--- config.mk ---
export PLATFORM = sky130hd
export DESIGN_NAME = burst_arb
export DESIGN_NICKNAME = d
export VERILOG_FILES = /design/src/rtl/burst_arb_pkg.sv /design/src/rtl/burst_arb_slice4.sv /design/src/rtl/burst_arb_datapath.sv /design/src/rtl/burst_arb_ctrl.sv /design/src/rtl/burst_arb.sv
export SDC_FILE = /design/constraint.sdc
export NUM_CORES = 1
export LEC_CHECK = 0
export BUFFER_PORTS_ARGS = -buffer_cell sky130_fd_sc_hd__buf_2
export CAP_MARGIN = 20
export CORE_MARGIN = 5
export CORE_UTILIZATION = 50
export DETAILED_ROUTE_END_ITERATION = 8
export PLACE_DENSITY = 0.76
export SYNTH_ARGS = -nofsm -noshare
export SYNTH_HDL_FRONTEND = slang
export SYNTH_SLANG_ARGS = --single-unit
--- constraint.sdc ---
create_clock -name clk -period 1.6 [get_ports clk]
set_input_delay 0.08 -clock clk [delete_from_list [all_inputs] [get_ports clk]]
set_output_delay 0.08 -clock clk [all_outputs]
set_load 0.1 [all_outputs]
--- src/rtl/burst_arb_pkg.sv ---
package burst_arb_pkg;
  typedef enum logic [1:0] {
    ST_IDLE  = 2'd0,
    ST_GRANT = 2'd1,
    ST_BUSY  = 2'd2
  } arbState_e;

  typedef struct packed {
    logic loadGrant;
    logic clearGrant;
  } ctrlStrobe_t;
endpackage

--- src/rtl/burst_arb_slice4.sv ---
// Four-input fixed-priority slice; bit 0 is strongest, takenIn blocks all.
module burst_arb_slice4 (
  input  logic [3:0] reqIn,
  input  logic       takenIn,
  output logic [3:0] winOut,
  output logic       takenOut
);
  always_comb begin
    winOut[0] = reqIn[0] & ~takenIn;
    winOut[1] = reqIn[1] & ~takenIn & ~reqIn[0];
    winOut[2] = reqIn[2] & ~takenIn & ~(|reqIn[1:0]);
    winOut[3] = reqIn[3] & ~takenIn & ~(|reqIn[2:0]);
    takenOut  = takenIn | (|reqIn);
  end
endmodule

--- src/rtl/burst_arb_datapath.sv ---
module burst_arb_datapath
  import burst_arb_pkg::*;
#(
  parameter int NUM_REQ = 24
) (
  input  logic               clk,
  input  logic               rstN,
  input  logic [NUM_REQ-1:0] req,
  input  ctrlStrobe_t        strobe,
  output logic               anyReq,
  output logic [NUM_REQ-1:0] grant
);
  localparam int NUM_SLICE = (NUM_REQ + 3) / 4;
  localparam int PAD_W     = NUM_SLICE * 4;

  logic [PAD_W-1:0]   reqPad;
  logic [PAD_W-1:0]   winPad;
  logic [NUM_SLICE:0] takenChain;
  logic [NUM_REQ-1:0] winnerQ;
  logic               anyQ;
  logic [NUM_REQ-1:0] grantQ;

  always_comb begin
    reqPad              = '0;
    reqPad[NUM_REQ-1:0] = req;
  end

  assign takenChain[0] = 1'b0;

  for (genvar s = 0; s < NUM_SLICE; s++) begin : gSlice
    burst_arb_slice4 uSlice (
      .reqIn   (reqPad[4*s +: 4]),
      .takenIn (takenChain[s]),
      .winOut  (winPad[4*s +: 4]),
      .takenOut(takenChain[s+1])
    );
  end

  // Registered resolver: cleared every cycle without requests.
  always_ff @(posedge clk or negedge rstN) begin
    if (!rstN) begin
      winnerQ <= '0;
      anyQ    <= 1'b0;
    end else begin
      winnerQ <= winPad[NUM_REQ-1:0];
      anyQ    <= takenChain[NUM_SLICE];
    end
  end

  always_ff @(posedge clk or negedge rstN) begin
    if (!rstN)                  grantQ <= '0;
    else if (strobe.clearGrant) grantQ <= '0;
    else if (strobe.loadGrant)  grantQ <= winnerQ;
  end

  assign anyReq = anyQ;
  assign grant  = grantQ;
endmodule

--- src/rtl/burst_arb_ctrl.sv ---
module burst_arb_ctrl
  import burst_arb_pkg::*;
(
  input  logic        clk,
  input  logic        rstN,
  input  logic        anyReq,
  input  logic        done,
  output ctrlStrobe_t strobe,
  output logic        busy
);
  arbState_e stateQ, stateD;

  always_comb begin
    stateD            = stateQ;
    strobe.loadGrant  = 1'b0;
    strobe.clearGrant = 1'b0;
    case (stateQ)
      ST_IDLE: if (anyReq) begin
        stateD           = ST_GRANT;
        strobe.loadGrant = 1'b1;
      end
      ST_GRANT: begin
        if (done) begin
          stateD            = ST_IDLE;
          strobe.clearGrant = 1'b1;
        end else begin
          stateD = ST_BUSY;
        end
      end
      ST_BUSY: if (done) begin
        stateD            = ST_IDLE;
        strobe.clearGrant = 1'b1;
      end
      default: begin
        stateD            = ST_IDLE;
        strobe.clearGrant = 1'b1;
      end
    endcase
  end

  always_ff @(posedge clk or negedge rstN) begin
    if (!rstN) stateQ <= ST_IDLE;
    else       stateQ <= stateD;
  end

  assign busy = (stateQ != ST_IDLE);
endmodule

--- src/rtl/burst_arb.sv ---
module burst_arb
  import burst_arb_pkg::*;
#(
  parameter int NUM_REQ = 24
) (
  input  logic               clk,
  input  logic               rstN,
  input  logic [NUM_REQ-1:0] req,
  input  logic               done,
  output logic [NUM_REQ-1:0] grant,
  output logic               busy
);
  ctrlStrobe_t strobe;
  logic        anyReq;

  burst_arb_datapath #(.NUM_REQ(NUM_REQ)) uDatapath (
    .clk   (clk),
    .rstN  (rstN),
    .req   (req),
    .strobe(strobe),
    .anyReq(anyReq),
    .grant (grant)
  );

  burst_arb_ctrl uCtrl (
    .clk   (clk),
    .rstN  (rstN),
    .anyReq(anyReq),
    .done  (done),
    .strobe(strobe),
    .busy  (busy)
  );
endmodule

==> results by group <==
Worst hold path
  – Hold path start: done
  – Hold crit path type: primary input to flop
  – Hold endpoint: uCtrl.stateQ[1]
  – WHS Path Cells: 2

CTS
  – CTS Sinks: 51
  – TritonCTS clock tree: yes
  – CTS Buffer Depth: 2
  – Clk slew on worst S/H paths: 0.08 ns
  – Htree depth: 2
  – CTS root buf: clkbuf_8
  – Clk Latency, worst-skew pair: approximately 0.31 ns
  – CTS buffer count: 5

Die
  – Core area: 3970 um2
  – Die X: 73.6 um
  – Die area: 5410 um2
  – Die H: 73.6 um
  – Ports: 52
  – Initial Utilization: 0.509
  – Row count: 23

STA
  – Achievable frequency: about 630 MHz
  – Setup-failing EPs final: 0
  – Slew margin rel.: 0.639
  – Setup TNS: 0 ns
  – Final worst path period need: 1.58 ns
  – Period utilisation layout: 0.988
  – Pins over their slew limit: 0
  – Clock skew: around 0.011 ns
  – Setup WS post-layout: 0.0190 ns
  – Worst slew pin tran: 0.542 ns
  – Final Hold Vio Count: 0
  – Hold Worst Slack: 0.0105 ns

Drt
  – DRT iter0 DRCs: roughly 200
  – Total wire length: 4.50 mm
  – DR vias/cell: 5.17
  – DR DRC count: 0
  – Total vias in the final route: 1638
  – First-pass DRT Iterations: 4
  – Post-route ant nets: 0
  – WL/cell: about 14 um

Finish
  – Ratio of cells with drive above 1 in the final layout: 0.318
  – Non-filler cells, final: 317
  – # fillers: 310
  – Area grow syn2layout: 32.8%
  – Final #Nets: between 200 and 300
  – FF/Latch Area: 1280 um2
  – Commonest cells after routing, fill and taps aside: 53 x nand2_1, 51 x dfrtp_1, 50 x buf_2, 24 x a21oi_1
  – Commonest non-fill, non-tap cell in the layout: nand2_1
  – N_diodes: 0
  – Area of the multi-input gates: approximately 770 um2

GRT
  – Vias in the first global route: 1642
  – First-pass GRT wire length: 7.57 mm
  – Largest net degree at the start of global routing: 25
  – Aggregate global routing overflow: 0
  – Initial antenna violation count: 0
  – Total track usage: 0.185

Synthesis
  – Syn_area_per_cell: 10.3 um2
  – Synth Warn #: 0
  – Mapped cell area: a little over 2000 um2
  – Seq/Total Area, Yosys: 0.632
  – Seq cells post-synth: slightly above 50
  – Syn nets: 227
  – Distinct cell type count after synthesis: 27
  – Post-Synthesis Cells: 197

Placed design
  – # placed instances: 300
  – Pre-CTS WS: -0.0230 ns
  – Post-DP HPWL: 3.10 mm
  – GPL Wtd Cong: 0.848
  – Input/output buffers: 51

Setup path
  – Reg-to-reg endpoint: uDatapath.grant[5]
  – Endpoint class of the critical path: flop
  – CP Launch Type: primary input
  – Worst Reg-to-Reg Cells: 6
  – WP data arrival: 1.76 ns
  – CP top delay family: simple AND/OR/NAND/NOR gates
  – Worst setup startpoint: req[15]
  – CP max-delay cell: dlygate4sd3_1
  – WP data required: 1.78 ns
  – Critical path's largest stage delay: approximately 0.62 ns
  – CP Class: primary input to flop
  – Crit Path Max Fanout: 5
  – Worst reg2reg startpoint: uCtrl.stateQ[1]
  – Internal reg-to-reg setup slack: 0.18 ns
  – Worst-path cell chain: dlygate4sd3_1 > or4_4 > or4_4
  – Cell mode on critical path: or4_4
  – Critical path buffer and inverter count: 1

Pwr
  – Sw frac: 0.391
  – Comb power frac: 0.352
  – Design Power: 3.50 mW
  – Max VDD drop: 0.960 mV
  – Seq pwr share: 0.394
  – Int Pwr: approximately 2.1 mW
  – Leakage: 1.31 nW
  – Sw Pwr: 1.37 mW
  – Clock power share: 0.254
  – Power per cell area: about 1300 nW/um2

Job
  – Max cap viols: 0

Status
  – Outcome: complete, no violations
-- how the worst max path moves through the flow --
| stage | depth (start not counted) | to |
|---|---|---|
| after floorplan | 6 | uDatapath.grant[10] |
| after global placement | 4 | uDatapath.anyReq |
| after detailed placement | 4 | uDatapath.anyReq |
| after CTS | 6 | uDatapath.winnerQ[16] |
| after global routing | 3 | uDatapath.anyReq |
| final | 3 | uDatapath.anyReq |
-- sequential cells by signal, summed over array words and instances (netlist names) --
name / count
uCtrl.stateQ: 2
uDatapath.anyReq: 1
uDatapath.grant: 24
uDatapath.winnerQ: 24
-- area by class of cell --
cell class | instances | area share
Clock inverter | 3 | 0.0163
Tap cell | 50 | 0.0233
Timing Repair Buffer | 69 | 0.159
Inverter | 9 | 0.0140
Sequential cell | 51 | 0.476
Clock buffer | 5 | 0.0256
Multi-Input combinational cell | 130 | 0.286
-- logic make-up (layout without fill, tap and decap cells) --
kind of cell	after synthesis	after routing	synth area share
flops	51	51	0.632
simple gates	99	99	0.244
buf+inv	16	86	0.0297
fa+ha+maj	3	3	0.0186
compound gates	27	27	0.0706
mux	1	1	0.00557
-- worst reg2reg max path: cells and delay by family (launching register included) --
| family | cells | cell delay, ns |
|---|---|---|
| buffers and inverters | 2 | 0.28 |
| and+or+nand+nor | 2 | 0.35 |
| DFF | 1 | 0.41 |
| AOI/OAI and AO/OA | 1 | 0.15 |
| adders and majority gates | 1 | 0.17 |
-- synthesized netlist by cell type, drive strengths merged --
| cell | number | share of area |
|---|---|---|
| and3 | 3 | 0.0093 |
| nand3 | 4 | 0.0099 |
| nor2b | 4 | 0.012 |
| dfrtp | 51 | 0.63 |
| nor3 | 6 | 0.015 |
| and4 | 2 | 0.0087 |
| and4b | 1 | 0.0050 |
| or3 | 1 | 0.0056 |
| nor3b | 2 | 0.0074 |
| nor4b | 2 | 0.0087 |
| o22a | 1 | 0.0043 |
| nor4 | 6 | 0.019 |
| and2 | 3 | 0.0093 |
| o21ai | 1 | 0.0025 |
| inv | 9 | 0.017 |
| or4 | 2 | 0.0093 |
| nand2 | 53 | 0.098 |
| clkbuf | 7 | 0.013 |
| and3b | 1 | 0.0043 |
| nor2 | 6 | 0.011 |
| a21oi | 24 | 0.059 |
| mux2 | 1 | 0.0056 |
| nand4 | 2 | 0.0062 |
| or4b | 1 | 0.0050 |
| ha | 3 | 0.019 |
| o41ai | 1 | 0.0043 |
-- per-stage QoR --
stage,utilization,instance area (um2)
after floorplan,-,2060
after global placement,0.607,2410
after detailed placement,0.607,2410
after CTS,0.658,2620
after global routing,0.676,2680
final,0.676,2680
-- what timing repair did --
item,in CTS,in global routing
endpoints found under the setup margin,0,13
setup buffers,0,1
hold endpoints to repair,31,0
hold buffers,9,0
resized for setup,0,11
-- routing by layer --
metal	share of wire	track usage	up-vias
li1	-	-	805
met3	0.065	0.0520	6
met4	0.011	0.0563	0
met5	0	0	-
met1	0.41	0.227	786
met2	0.51	0.316	41
-- power groups by stage --
stage | Clock (mW) | Sequential (mW) | Combinational [mW]
after floorplan | 0 | 1.60 | 0.753
after global placement | 0 | 1.40 | 1.19
after detailed placement | 0 | 1.40 | 1.20
after CTS | 0.907 | 1.38 | 1.22
after global routing | 0.973 | 1.38 | 1.32
final | 0.888 | 1.38 | 1.23
(Power assumes the default switching activity.)
